===== config.mk =====
export PLATFORM = sky130hd
export DESIGN_NAME = coal_irq_ctrl
export DESIGN_NICKNAME = d
export VERILOG_FILES = /design/src/rtl/coal_pkg.sv /design/src/rtl/coal_prescaler.sv /design/src/rtl/coal_cfg_regs.sv /design/src/rtl/coal_ring_ctr.sv /design/src/rtl/coal_irq_ctrl.sv
export SDC_FILE = /design/constraint.sdc
export NUM_CORES = 1
export LEC_CHECK = 0
export ABC_AREA = 0
export BUFFER_PORTS_ARGS = -buffer_cell sky130_fd_sc_hd__buf_2
export CORE_MARGIN = 2
export CORE_UTILIZATION = 30
export CTS_CLUSTER_DIAMETER = 120
export CTS_CLUSTER_SIZE = 28
export DETAILED_ROUTE_END_ITERATION = 7
export PLACE_DENSITY = 0.55
export SYNTH_ARGS = -nofsm -noshare
export SYNTH_HDL_FRONTEND = slang
export SYNTH_HIERARCHICAL = 1
export SYNTH_SLANG_ARGS = --single-unit

===== constraint.sdc =====
create_clock -name clk -period 5.4 [get_ports clk]
set_input_delay 0.27 -clock clk [delete_from_list [all_inputs] [get_ports clk]]
set_output_delay 0.27 -clock clk [all_outputs]
set_load 0.05 [all_outputs]

===== src/rtl/coal_pkg.sv =====
// Shared types for the interrupt coalescing block.
// Assumes nothing beyond IEEE 1800-2017 packages.
package coal_pkg;
    // Build-time selection between receive and transmit behaviour
    typedef enum logic {
        COAL_RX = 1'b0,
        COAL_TX = 1'b1
    } coal_mode_e;
endpackage


===== src/rtl/coal_prescaler.sv =====
// Free-running divider that emits a one-cycle tick every DIV core clocks.
// Assumes DIV >= 2. The tick is registered and is shared by all rings.
module coal_prescaler #(
    parameter int DIV = 1024
) (
    input  logic clk,
    input  logic rst_n,
    output logic tick
);
    localparam int DIV_W = (DIV > 1) ? $clog2(DIV) : 1;
    localparam logic [DIV_W-1:0] LAST = DIV_W'(DIV - 1);

    logic [DIV_W-1:0] div_q;
    logic             tick_q;

    // Count core clocks and flag the last one of each period
    always_ff @(posedge clk) begin
        if (!rst_n) begin
            div_q  <= '0;
            tick_q <= 1'b0;
        end else begin
            div_q  <= (div_q == LAST) ? '0 : div_q + 1'b1;
            tick_q <= (div_q == LAST);
        end
    end

    assign tick = tick_q;

    if (DIV > 1) begin : g_chk
        // ticks are isolated single-cycle pulses
        a_r3_tick_spacing: assert property (@(posedge clk) disable iff (!rst_n)
            tick_q |=> !tick_q);
    end
endmodule


===== src/rtl/coal_cfg_regs.sv =====
// Per-ring threshold and timeout registers behind a single write port.
// Checks each write for legality, rejects an illegal write and keeps a
// sticky error flag. Assumes cfg_ring is only meaningful while we is high.
module coal_cfg_regs
    import coal_pkg::*;
#(
    parameter int         NUM_RINGS = 5,
    parameter int         CNT_W     = 8,
    parameter int         TMO_W     = 16,
    parameter coal_mode_e MODE      = COAL_RX,
    localparam int        RING_W    = (NUM_RINGS > 1) ? $clog2(NUM_RINGS) : 1
) (
    input  logic                             clk,
    input  logic                             rst_n,
    input  logic                             we,
    input  logic [RING_W-1:0]                ring,
    input  logic [CNT_W-1:0]                 thresh,
    input  logic [TMO_W-1:0]                 timeout,
    output logic [NUM_RINGS-1:0][CNT_W-1:0]  thr_o,
    output logic [NUM_RINGS-1:0][TMO_W-1:0]  tmo_o,
    output logic                             err_o
);
    localparam logic [RING_W:0] RING_LIMIT = (RING_W+1)'(NUM_RINGS);

    logic [NUM_RINGS-1:0][CNT_W-1:0] thr_q;
    logic [NUM_RINGS-1:0][TMO_W-1:0] tmo_q;
    logic                            err_q;
    logic                            in_range;
    logic                            value_ok;
    logic                            legal;

    // Decide whether the presented write may be applied
    always_comb begin
        in_range = ({1'b0, ring} < RING_LIMIT);
        if (MODE == COAL_TX) value_ok = (thresh != '0);
        else                 value_ok = (thresh != '0) || (timeout != '0);
        legal = in_range && value_ok;
    end

    for (genvar g = 0; g < NUM_RINGS; g++) begin : g_ring
        // Hold this ring's settings, update on a legal write addressed to it
        always_ff @(posedge clk) begin
            if (!rst_n) begin
                thr_q[g] <= CNT_W'(1);
                tmo_q[g] <= '0;
            end else if (we && legal && (ring == RING_W'(g))) begin
                thr_q[g] <= thresh;
                tmo_q[g] <= timeout;
            end
        end
    end

    // Remember any rejected write until reset
    always_ff @(posedge clk) begin
        if (!rst_n)             err_q <= 1'b0;
        else if (we && !legal)  err_q <= 1'b1;
    end

    assign thr_o = thr_q;
    assign tmo_o = tmo_q;
    assign err_o = err_q;

    // a rejected write leaves every setting as it was
    a_r7_reject_keeps: assert property (@(posedge clk) disable iff (!rst_n)
        (we && !legal) |=> ($stable(thr_q) && $stable(tmo_q)));
    // the error flag is sticky
    a_r7_err_sticky: assert property (@(posedge clk) disable iff (!rst_n)
        err_q |=> err_q);
endmodule


===== src/rtl/coal_ring_ctr.sv =====
// Coalescing state of one ring: a pending-packet count, an idle timer in
// prescaler ticks (receive mode) or an empty-ring trigger (transmit mode),
// and a sticky interrupt cleared by acknowledge. Assumes tick is one cycle.
module coal_ring_ctr
    import coal_pkg::*;
#(
    parameter int         CNT_W = 8,
    parameter int         TMO_W = 16,
    parameter coal_mode_e MODE  = COAL_RX
) (
    input  logic             clk,
    input  logic             rst_n,
    input  logic             tick,
    input  logic             pkt,
    input  logic             ack,
    input  logic             empty,
    input  logic [CNT_W-1:0] thresh,
    input  logic [TMO_W-1:0] tmo,
    output logic             irq
);
    localparam logic [CNT_W-1:0] CNT_MAX = '1;
    localparam logic [TMO_W-1:0] TMR_MAX = '1;

    logic [CNT_W-1:0] cnt_q, cnt_base, cnt_nx;
    logic [TMO_W-1:0] tmr_q;
    logic             irq_q, irq_nx;
    logic             hit_cnt, expire, empty_hit;

    // Next packet count: acknowledge restarts the interval, same-cycle packet counts
    always_comb begin
        cnt_base = ack ? '0 : cnt_q;
        cnt_nx   = (pkt && (cnt_base != CNT_MAX)) ? cnt_base + 1'b1 : cnt_base;
        hit_cnt  = (thresh != '0) && (cnt_nx >= thresh);
        irq_nx   = (irq_q && !ack) || hit_cnt || expire || empty_hit;
    end

    if (MODE == COAL_RX) begin : g_rx
        logic tmr_run;

        // Timer advances on ticks while packets are pending and a timeout is set
        always_comb begin
            tmr_run   = tick && !ack && (cnt_q != '0) && (tmo != '0);
            expire    = tmr_run && (tmr_q >= tmo - 1'b1);
            empty_hit = 1'b0;
        end

        // Keep the idle timer, cleared by acknowledge
        always_ff @(posedge clk) begin
            if (!rst_n)                          tmr_q <= '0;
            else if (ack)                        tmr_q <= '0;
            else if (tmr_run && tmr_q != TMR_MAX) tmr_q <= tmr_q + 1'b1;
        end

        logic unused_rx;
        assign unused_rx = empty;

        // the timer stays at zero while nothing is pending
        a_r4_timer_idle: assert property (@(posedge clk) disable iff (!rst_n)
            (cnt_q == '0) |-> (tmr_q == '0));
    end else begin : g_tx
        // No timer; an empty ring with pending packets interrupts
        always_comb begin
            expire    = 1'b0;
            empty_hit = empty && (cnt_nx != '0);
        end
        assign tmr_q = '0;

        logic unused_tx;
        assign unused_tx = tick ^ (^tmo) ^ (^tmr_q);

        // without packets, empty or a new threshold the interrupt cannot rise
        a_r9_tx_no_timeout: assert property (@(posedge clk) disable iff (!rst_n)
            (!irq_q && !pkt && !empty && $stable(thresh)) |=> !irq_q);
    end

    // Register the pending count and the sticky interrupt
    always_ff @(posedge clk) begin
        if (!rst_n) begin
            cnt_q <= '0;
            irq_q <= 1'b0;
        end else begin
            cnt_q <= cnt_nx;
            irq_q <= irq_nx;
        end
    end

    assign irq = irq_q;

    // once raised, the interrupt holds until acknowledged
    a_r2_irq_holds: assert property (@(posedge clk) disable iff (!rst_n)
        (irq_q && !ack) |=> irq_q);
    // the threshold-th packet raises the interrupt on its edge
    a_r2_count_fires: assert property (@(posedge clk) disable iff (!rst_n)
        (pkt && !ack && (thresh != '0) && (cnt_q == thresh - 1'b1)) |=> irq_q);
    // an acknowledge without a new packet clears the interrupt
    a_r5_ack_clears: assert property (@(posedge clk) disable iff (!rst_n)
        (ack && !pkt) |=> !irq_q);
endmodule


===== src/rtl/coal_irq_ctrl.sv =====
// Top of the interrupt coalescing block: shared tick prescaler, per-ring
// configuration registers and one coalescing counter per ring.
// Assumes all inputs are synchronous to clk; MODE fixes receive or transmit form.
module coal_irq_ctrl
    import coal_pkg::*;
#(
    parameter int         NUM_RINGS = 5,
    parameter int         CNT_W     = 8,
    parameter int         TMO_W     = 16,
    parameter int         PRESCALE  = 1024,
    parameter coal_mode_e MODE      = COAL_RX,
    localparam int        RING_W    = (NUM_RINGS > 1) ? $clog2(NUM_RINGS) : 1
) (
    input  logic                 clk,
    input  logic                 rst_n,
    input  logic                 cfg_we,
    input  logic [RING_W-1:0]    cfg_ring,
    input  logic [CNT_W-1:0]     cfg_thresh,
    input  logic [TMO_W-1:0]     cfg_timeout,
    output logic                 cfg_err,
    input  logic [NUM_RINGS-1:0] pkt_done,
    input  logic [NUM_RINGS-1:0] ring_empty,
    input  logic [NUM_RINGS-1:0] irq_ack,
    output logic [NUM_RINGS-1:0] irq
);
    logic                            tick;
    logic [NUM_RINGS-1:0][CNT_W-1:0] thr;
    logic [NUM_RINGS-1:0][TMO_W-1:0] tmo;

    coal_prescaler #(.DIV(PRESCALE)) u_presc (
        .clk   (clk),
        .rst_n (rst_n),
        .tick  (tick)
    );

    coal_cfg_regs #(
        .NUM_RINGS (NUM_RINGS),
        .CNT_W     (CNT_W),
        .TMO_W     (TMO_W),
        .MODE      (MODE)
    ) u_cfg (
        .clk     (clk),
        .rst_n   (rst_n),
        .we      (cfg_we),
        .ring    (cfg_ring),
        .thresh  (cfg_thresh),
        .timeout (cfg_timeout),
        .thr_o   (thr),
        .tmo_o   (tmo),
        .err_o   (cfg_err)
    );

    for (genvar g = 0; g < NUM_RINGS; g++) begin : g_ring
        coal_ring_ctr #(
            .CNT_W (CNT_W),
            .TMO_W (TMO_W),
            .MODE  (MODE)
        ) u_ctr (
            .clk    (clk),
            .rst_n  (rst_n),
            .tick   (tick),
            .pkt    (pkt_done[g]),
            .ack    (irq_ack[g]),
            .empty  (ring_empty[g]),
            .thresh (thr[g]),
            .tmo    (tmo[g]),
            .irq    (irq[g])
        );
    end
endmodule


After elaboration in Yosys (flattened, before gate mapping)
Cells that the tools add are included.
{"block": "totals", "reg_bits": 257, "input_bits": 45, "out_inout_bits": 6, "elab_cells": 170}
{"block": "classes", "n_addsub": 16, "order_cmp": 11, "n_eq_ne": 15, "mux": 10, "bitwise": 1, "reduce_logical": 89}
{"op": "$reduce_bool 16->1", "n": 6}
{"op": "$reduce_bool 8->1", "n": 11}
{"op": "$add 16x1->16 const B", "n": 5}
{"op": "$ge 16x16->1", "n": 5}
{"op": "$mux 8", "n": 10}
{"op": "$ne 16x16->1 const B", "n": 5}
{"op": "$sub 16x1->16 const B", "n": 5}
{"op": "$logic_and 1x1->1", "n": 48}
{"op": "$add 8x1->8 const B", "n": 5}
{"op": "$ge 8x8->1", "n": 5}
{"op": "$ne 8x8->1 const B", "n": 5}
{"op": "$reduce_or 2->1", "n": 6}
{"op": "$logic_or 1x1->1", "n": 11}
{"op": "$add 10x1->10 const B", "n": 1}
{"op": "$eq 10x10->1 const B", "n": 1}
{"op": "$eq 3x2->1 const B", "n": 2}
{"op": "$logic_not 1->1", "n": 6}
{"op": "$eq 3x1->1 const B", "n": 1}
{"op": "$eq 3x3->1 const B", "n": 1}
{"op": "$logic_not 3->1", "n": 1}
{"op": "$lt 3x3->1 const B", "n": 1}
{"op": "$not 1->1", "n": 1}

Logic depth before layout (Yosys ltp)
Gate-level depths: netlist (run 1).
{"block": "logic_depth", "ltp_word": 8, "depth_mapped": 15, "mapped_depth_nobuf": 14}

Modules after synthesis
Netlist (run 1), hierarchy kept.
{"mod": "coal_cfg_regs", "instances": 1, "cells_per_inst": 435, "area_per_inst_um2": 4660.7, "seq_area_each_um2": 2422.3}
{"mod": "coal_ring_ctr (g_ring[0].u_ctr ...)", "instances": 2, "cells_per_inst": 255, "area_per_inst_um2": 2043.2, "seq_area_each_um2": 500.5}
{"mod": "coal_ring_ctr (g_ring[1].u_ctr)", "instances": 1, "cells_per_inst": 270, "area_per_inst_um2": 2227.1, "seq_area_each_um2": 500.5}
{"mod": "coal_ring_ctr (g_ring[4].u_ctr)", "instances": 1, "cells_per_inst": 258, "area_per_inst_um2": 2077.0, "seq_area_each_um2": 500.5}
{"mod": "coal_ring_ctr (g_ring[2].u_ctr)", "instances": 1, "cells_per_inst": 256, "area_per_inst_um2": 2050.7, "seq_area_each_um2": 500.5}
{"mod": "coal_prescaler", "instances": 1, "cells_per_inst": 52, "area_per_inst_um2": 460.4, "seq_area_each_um2": 220.2}

Least setup slack after synthesis (run 1)
OpenSTA, ideal clock, no wires.
{"block": "synth_timing", "path_type": "register -> register", "from": "register u_cfg.tmo_q (netlist bit u_cfg/tmo_o[32])", "to": "register g_ring[2].u_ctr.irq_q", "setup_ps": 61, "arrival_time_ps": 2947, "t_required_ps": 5339, "setup_slack_ps": 2392, "stages_incl_launch_ff": 12, "path_buffers": 0, "synth_period_minus_slack_ps": 3008, "cell_sequence": "dfxtp_1 -> inv_1 -> ha_1 -> or4b_4 -> or4_4 -> nor4_1 -> xnor2_1 -> ha_1 -> nand3_1 -> or3_1 -> a311oi_1 -> a221o_1"}
{"block": "synth_between", "elab_chain_len": 4, "word_cells_on_any_way": 6, "classes_between": "add/sub (1); order compare (1); reduce/logical (4)"}
{"item": "from (decl)", "line": "coal_cfg_regs.sv:26", "source": "logic [NUM_RINGS-1:0][TMO_W-1:0] tmo_q;"}
{"item": "from (signal, indexed assignment)", "line": "coal_cfg_regs.sv:48", "source": "tmo_q[g] <= timeout;"}
{"item": "$sub 16x1->16 / $reduce_bool 16->1 (equally long branches)", "line": "coal_ring_ctr.sv:43, coal_ring_ctr.sv:42"}
{"item": "$ge 16x16->1 / $logic_and 1x1->1 (equally long branches)", "line": "coal_ring_ctr.sv:43, coal_ring_ctr.sv:42"}
{"item": "$logic_and 1x1->1 *", "line": "coal_ring_ctr.sv:43", "source": "expire = tmr_run && (tmr_q >= tmo - 1'b1);"}
{"item": "$logic_or 1x1->1 *", "line": "coal_ring_ctr.sv:34", "source": "irq_nx = (irq_q && !ack) || hit_cnt || expire || empty_hit;"}
{"item": "to (signal assigned)", "line": "coal_ring_ctr.sv:83", "source": "irq_q <= irq_nx;"}
{"item": "to (decl)", "line": "coal_ring_ctr.sv:26", "source": "logic irq_q, irq_nx;"}
Every way passes the cells marked *; elsewhere a longest branch is shown, timed or not.
A chain may end at the register's enable or synchronous reset.

Worst setup path after layout (run 1)
{"block": "layout_timing", "from": "register u_cfg.tmo_q (netlist bit u_cfg/tmo_o[16])", "to": "register g_ring[1].u_ctr.irq_q"}
{"block": "layout_between", "elab_chain_len": 4, "word_cells_on_any_way": 6, "classes_between": "add/sub (1); order compare (1); reduce/logical (4)"}
{"item": "$sub 16x1->16 / $reduce_bool 16->1 (equally long branches)", "line": "coal_ring_ctr.sv:43, coal_ring_ctr.sv:42"}
{"item": "$ge 16x16->1 / $logic_and 1x1->1 (equally long branches)", "line": "coal_ring_ctr.sv:43, coal_ring_ctr.sv:42"}
{"item": "$logic_and 1x1->1 *", "line": "coal_ring_ctr.sv:43"}
{"item": "$logic_or 1x1->1 *", "line": "coal_ring_ctr.sv:34"}
{"item": "to (signal assigned)", "line": "coal_ring_ctr.sv:83"}
{"item": "to (decl)", "line": "coal_ring_ctr.sv:26"}
Marked as above.

==> impl_metrics.py, run 1 <==
metrics = {
    "run_status": {
        "status": "complete, no violations",
    },
    "worst_setup_path": {
        "cp_top_family": "simple AND/OR/NAND/NOR gates",
        "max_stage_delay_ps": 500,
        "cp-end-kind": "flop",
        "cp_cell_sequence": "inv_1 > ha_1 > or4b_4 > nor4_4 > nand2_1 > xor2_1 > ha_1 > nand4_1 > or3_1 > nor4_1 > o31ai_1 > o211ai_1",
        "cp_max_fo": 7,
        "critPathBufInv": 1,
        "critPathSlowestCell": "or4b_4",
        "startpoint": "u_cfg/tmo_o[16]",
        "startpoint_type": "flop",
        "cp.required_ps": 5830,
        "critical_path_class": "flop to flop",
        "worstReg2RegStart": "u_cfg/tmo_o[16]",
        "critPathArrivalTime_ps": 3830,
        "cp_common_cell": "ha_1",
    },
    "global_routing": {
        "grt_usage_pct": 14.03,
        "overflow": 0,
        "grt_pass1_wl_um": 61760,
        "grt_pass1_vias": 11680,
        "grt_max_degree": 97,
        "antenna_found_initial": 3,
    },
    "logic_synthesis": {
        "synth_fa_ha_area_share_pct": 10.93,
        "synth-seq-area-share_pct": 33.06,
        "synth_compound_area_share_pct": 8.193,
        "synth-xor-area-share_pct": 9.399,
        "syn_area_per_cell_sq_um": 8.738,
        "synth_top_family_by_area": "simple AND/OR/NAND/NOR gates",
        "async_flop_share_pct": 0,
        "syn_nets": 1962,
        "synth_ff_type": "dfxtp_1",
        "synth_simple_gate_area_share_pct": 26.23,
        "ys_warn_count": 6,
        "synth-seq-cells": 257,
        "synth_area_sq_um": 15560,
        "synthDistinctLibCells": 79,
        "synth_mux_area_share_pct": 7.927,
        "synth_enable_flop_cells": 0,
        "synth_cells": 1781,
    },
    "power_and_ir_drop": {
        "ir_drop_v": 0.0001654,
        "p_clk_share_pct": 33.3,
        "pwr-share-comb_pct": 14.0,
        "powerDensity_nw_per_um2": 222.8,
        "seqPwrFrac_pct": 52.6,
        "p_leak_nw": 6.736,
        "switching_share_pct": 27.37,
        "p_sw_mw": 1.022,
        "p_int_mw": 2.713,
    },
    "sta": {
        "fin_ws_ps": 2007,
        "slew_viol_final": 0,
        "fin_hold_ws_ps": 94.80,
        "rsz0062_at_grt": "false",
        "tns_ps": 0,
        "finClkSkew_ps": 28.93,
        "worst_pin_slew_ps": 1096,
        "final.min_clock_period_ps": 3393,
        "fmax_mhz": 294.7,
        "maxSlewHeadroom_pct": 26.94,
        "hold_violations": 0,
        "finalCritPeriodShare_pct": 62.84,
        "setup_viol": 0,
    },
    "clocking": {
        "cts_made_buffers": 13,
        "cts_sinks": 257,
        "insertion_delay_ps": 510,
        "path_clk_slew_ps": 110,
        "tritoncts": "yes",
        "ctsHoldBuffers": 0,
        "cts_resized": 0,
        "cts_buffer_depth": 3,
        "postCtsSetupBuffers": 0,
        "htree_num_levels": 1,
        "cts_root_buf": "clkbuf_16",
    },
    "placement": {
        "post-dp-hpwl_um": 27770,
        "port_buffers": 45,
        "post-place-cells": 2455,
        "dp_slack_ps": 2061,
        "globalplace.congestion": 0.8726,
    },
    "floorplan": {
        "initial_utilization_pct": 30.34,
        "io_pins": 51,
        "die_w_um": 231.8,
        "die_y_um": 231.8,
        "rows": 83,
        "die_area_sq_um": 53710,
        "coreArea_sq_um": 51300,
    },
    "final_layout": {
        "fin_util_pct": 32.67,
        "drive_above_1_share_pct": 7.023,
        "final_nets": 1971,
        "final_cells": 2476,
        "syn2layout_area_growth_pct": 7.710,
    },
    "routing": {
        "vias": 12540,
        "drc": 0,
        "drt-initial-drc-count": 762,
        "ant_nets": 0,
        "routed_via_density": 5.063,
        "wl_per_cell_um": 15.53,
        "totalWireLength_um": 38440,
        "drtPass1Iterations": 5,
    },
    "hold_path": {
        "hold_start": "cfg_we",
        "worstHoldPathType": "input pin to flop",
    },
    "flow_run": {
        "maxCapViolCount": 0,
    },
}
area by class of cell:
cell class / instances / area, sq um
timing repair buffer: 50 / 277.8
inverter: 76 / 285.3
antenna: 2 / 5.005
fill: 5394 / 34540
clock buffer: 15 / 352.8
clock inverter: 4 / 85.08
multi-input combinational: 1392 / 9761
sequential: 257 / 5145
tap: 680 / 850.8
tightest hold or removal path, delay by kind of cell:
family,cells,cell delay [ps]
buffers and inverters,1,160
AND/OR/NAND/NOR,1,70
AO/OA/AOI/OAI,1,50
per-layer routing:
| layer | wire, um | GRT usage (%) |
|---|---|---|
| met1 | 18740 | 19.51 |
| met5 | 13 | 0 |
| met4 | 626 | 2.985 |
| met2 | 17350 | 22.86 |
| met3 | 1712 | 2.100 |
flip-flops by register name, summed over array words and instances (netlist names):
register / count
g_ring.u_ctr/irq: 5
u_cfg/tmo_o: 80
g_ring.u_ctr/tmr_q: 80
u_presc/div_q: 10
u_cfg/thr_o: 40
u_cfg/err_o: 1
u_presc/tick: 1
g_ring.u_ctr/cnt_q: 40
synth_stat cells, types with 6 or more instances:
| library cell | count | share of area (%) |
|---|---|---|
| dfxtp_1 | 257 | 33 |
| nand2_1 | 231 | 5.6 |
| nor2_1 | 176 | 4.2 |
| xnor2_1 | 138 | 7.8 |
| ha_1 | 136 | 11 |
| mux2i_1 | 121 | 7.8 |
| inv_1 | 76 | 1.8 |
| nor3_1 | 69 | 2.2 |
| nor4_1 | 66 | 2.7 |
| nand4_1 | 52 | 2.1 |
| nand3_1 | 45 | 1.4 |
| a21oi_1 | 40 | 1.3 |
| clkbuf_1 | 35 | 0.84 |
| xor2_1 | 29 | 1.6 |
| nor2b_1 | 23 | 0.92 |
| nand2b_1 | 22 | 0.88 |
| o21ai_0 | 21 | 0.68 |
| and2_1 | 17 | 0.68 |
| a21o_1 | 14 | 0.68 |
| o31ai_1 | 14 | 0.68 |
| a211oi_1 | 13 | 0.63 |
| or4_1 | 13 | 0.63 |
| and3_1 | 10 | 0.40 |
| or3_1 | 9 | 0.36 |
| a21oi_2 | 8 | 0.45 |
| a31oi_1 | 8 | 0.32 |
| buf_6 | 8 | 0.58 |
| a211o_1 | 7 | 0.39 |
| and4_1 | 7 | 0.39 |
| or4_2 | 7 | 0.39 |
| buf_8 | 6 | 0.58 |
| nor3b_1 | 6 | 0.29 |
through the flow:
stage	cell area, sq um	total power, mW
2_1_floorplan	15560	2.389
3_3_place_gp	16320	2.519
3_5_place_dp	16320	2.535
4_1_cts	16760	3.794
5_1_grt	16760	3.929
6_report	16760	3.735
cells by family after synthesis:
family                     after synthesis
and+or+nand+nor                        795
AOI/OAI and AO/OA                      171
adders and majority gates              136
xor gates and xnor gates               167
buffers and inverters                  132
muxes                                  123
DFF                                    257
power by group through the flow:
stage	clock network, mW	registers [mW]	logic [mW]
4_1_cts	1.30	1.97	0.529
2_1_floorplan	0	2.02	0.365
3_3_place_gp	0	2.01	0.510
3_5_place_dp	0	2.01	0.526
6_report	1.24	1.97	0.525
5_1_grt	1.37	1.97	0.586
placed cells by master, fill, tap and decap left out, drive strengths merged, types with 8 or more instances in the layout:
cell    Yosys  routed
a21o       14      14
mux2i     121     121
xor2       29      29
buf        21      50
a31oi       8       8
nor3       70      70
nor4       72      72
nand4      53      53
clkbuf     35      15
o31ai      15      15
or4        24      24
and2       17      17
nand3      46      46
inv        76      77
nor2b      23      23
o21ai      31      31
dfxtp     257     257
a21oi      48      48
ha        136     136
nor2      176     176
nand2     232     232
a211oi     13      13
xnor2     138     138
nand2b     22      22
or3        10      10
and3       10      10
final timing paths:
path	end	slack, ps	depth (start not counted)
max	g_ring[1].u_ctr/irq	2010	12
min	u_cfg/err_o	90	3
max reg2reg	g_ring[1].u_ctr/irq	2010	12
min reg2reg	u_cfg/err_o	460	2
Power figures use the tool's default switching activity.
==> run 2, diff against run 1 <==
==> constraint.sdc (replaced) <==
create_clock -name clk -period 3.3 [get_ports clk]
set_input_delay 0.165 -clock clk [delete_from_list [all_inputs] [get_ports clk]]
set_output_delay 0.165 -clock clk [all_outputs]
set_load 0.05 [all_outputs]
==> run 2 against run 1 <==
  * Sequential cell count did not move
  * Count of clock-buffer cells in the layout fell by 1
  * Clock skew fell by 2.3 ps
  * Clock power rose by 47%
  * Critical path depth fell by 1
  * First-iteration DRC count rose by 3.8%
  * Cell area rose by 0.27%
  * Worst setup slack got worse by 1900 ps
  * Non-clock buffer count rose by 13
  * Routed wire length rose by 0.48%
  * Combinational power rose by 64%
  * Global-route usage rose by 0.15 points
  * Critical path type unchanged
==> impl_metrics.py, run 2 (synthesized netlist as in run 1, its figures left out) <==
metrics = {
    "power_and_ir_drop": {
        "p_leak_nw": 6.757,
        "power_mw": 5.903,
        "powerDensity_nw_per_um2": 351.2,
        "ir_drop_v": 0.0002504,
    },
    "clocking": {
        "cts_buffer_depth": 3,
        "cts_sinks": 257,
        "cts_root_buf": "clkbuf_16",
        "insertion_delay_ps": 500,
        "htree_num_levels": 1,
        "postCtsSetupBuffers": 0,
        "tritoncts": "yes",
        "cts_made_buffers": 13,
        "path_clk_slew_ps": 110,
    },
    "placement": {
        "globalplace.congestion": 0.8482,
        "post-place-cells": 2465,
        "dp_slack_ps": 77.34,
        "post-dp-hpwl_um": 28290,
        "port_buffers": 45,
        "placedInstanceArea_sq_um": 16380,
    },
    "worst_setup_path": {
        "critPathArrivalTime_ps": 3630,
        "cp_cell_sequence": "inv_1 > ha_2 > or4b_4 > or4_4 > nor4_4 > xnor2_1 > ha_1 > nand3_1 > or3_1 > a311oi_2 > a221o_1",
        "startpoint_type": "flop",
        "critPathBufInv": 1,
        "cp-end-kind": "flop",
        "rr_worst_depth": 11,
        "cp_num_cells": 11,
        "critPathSlowestCell": "or4_4",
        "cp.required_ps": 3750,
        "cp_top_family": "simple AND/OR/NAND/NOR gates",
        "cp_max_fo": 4,
        "max_stage_delay_ps": 540,
        "critical_path_class": "flop to flop",
    },
    "sta": {
        "final.min_clock_period_ps": 3187,
        "fmax_mhz": 313.7,
        "setup_viol": 0,
        "tns_ps": 0,
        "finClkSkew_ps": 26.67,
        "fin_ws_ps": 112.5,
        "worst_pin_slew_ps": 1085,
        "finalCritPeriodShare_pct": 96.59,
        "fin_hold_ws_ps": 31.94,
        "hold_violations": 0,
        "slew_viol_final": 0,
        "maxSlewHeadroom_pct": 27.67,
    },
    "floorplan": {
        "initial_utilization_pct": 30.34,
        "die_w_um": 231.8,
        "rows": 83,
        "coreArea_sq_um": 51300,
        "io_pins": 51,
        "die_area_sq_um": 53710,
        "die_y_um": 231.8,
    },
    "routing": {
        "wl_per_cell_um": 15.55,
        "drc": 0,
        "routed_via_density": 5.060,
        "ant_nets": 0,
        "drtPass1Iterations": 5,
        "drt-initial-drc-count": 791,
        "vias": 12570,
        "totalWireLength_um": 38630,
    },
    "final_layout": {
        "fin_util_pct": 32.76,
        "drive_above_1_share_pct": 7.650,
        "antenna_cells": 0,
        "final_cells": 2484,
        "final_cell_mix": "257 x dfxtp_1, 231 x nand2_1, 176 x nor2_1, 138 x xnor2_1, 135 x ha_1",
        "syn2layout_area_growth_pct": 8.000,
        "mostFrequentLayoutCell": "dfxtp_1",
        "design_area_sq_um": 16810,
        "final_nets": 1984,
    },
    "hold_path": {
        "worstHoldPathType": "input pin to flop",
        "hold_depth": 2,
    },
    "global_routing": {
        "antenna_found_initial": 2,
        "grt_usage_pct": 14.18,
        "grt_pass1_wl_um": 62490,
        "overflow": 0,
        "grt_pass1_vias": 12190,
        "grt_max_degree": 52,
    },
    "run_status": {
        "status": "complete, no violations",
    },
    "flow_run": {
        "maxCapViolCount": 0,
    },
}
-- run 2: cell types whose count changed in the layout (fill, tap and decap cells not counted), sizes merged --
cell | before | now
buf | 50 | 60
clkbuf | 15 | 14
dlygate4sd3 | 0 | 3
diode | 2 | 0
bufinv | 2 | 0
-- run 2: what timing repair did --
item                                    CTS  global route
endpoints found under the setup margin    0             2
hold endpoints to repair                  3             0
hold buffers                              3             0
resized for setup                         0             7
-- run 2: layer usage --
metal,routed length [um],share of wire (%),track usage (%),vias to the layer above
met5,11,0.028,0,-
met4,738,1.9,3.185,2
met3,1239,3.2,1.793,40
met2,17970,47,24.42,168
met1,18660,48,18.80,6019
li1,-,-,-,6340
-- run 2: power by group --
part	internal (mW)	switching, mW
registers	3.16	0.0619
clock network	0.742	1.08
logic	0.343	0.516
total	4.24	1.66
-- run 2: layout make-up --
| class | count | area (sq um) |
|---|---|---|
| fill | 5393 | 34490 |
| multi-input combinational | 1392 | 9802 |
| sequential | 257 | 5145 |
| tap | 680 | 850.8 |
| timing repair buffer | 63 | 370.4 |
| clock buffer | 14 | 329.1 |
| inverter | 76 | 285.3 |
| clock inverter | 2 | 25.02 |
-- run 2: final timing paths --
kind / start / endpoint / slack, ps
setup / recovery: u_cfg/tmo_o[32] / g_ring[2].u_ctr/irq / 110
hold / removal: irq_ack[3] / g_ring[3].u_ctr/cnt_q[6] / 30
setup reg to reg: u_cfg/tmo_o[32] / g_ring[2].u_ctr/irq / 110
hold reg to reg: u_cfg/err_o / u_cfg/err_o / 460
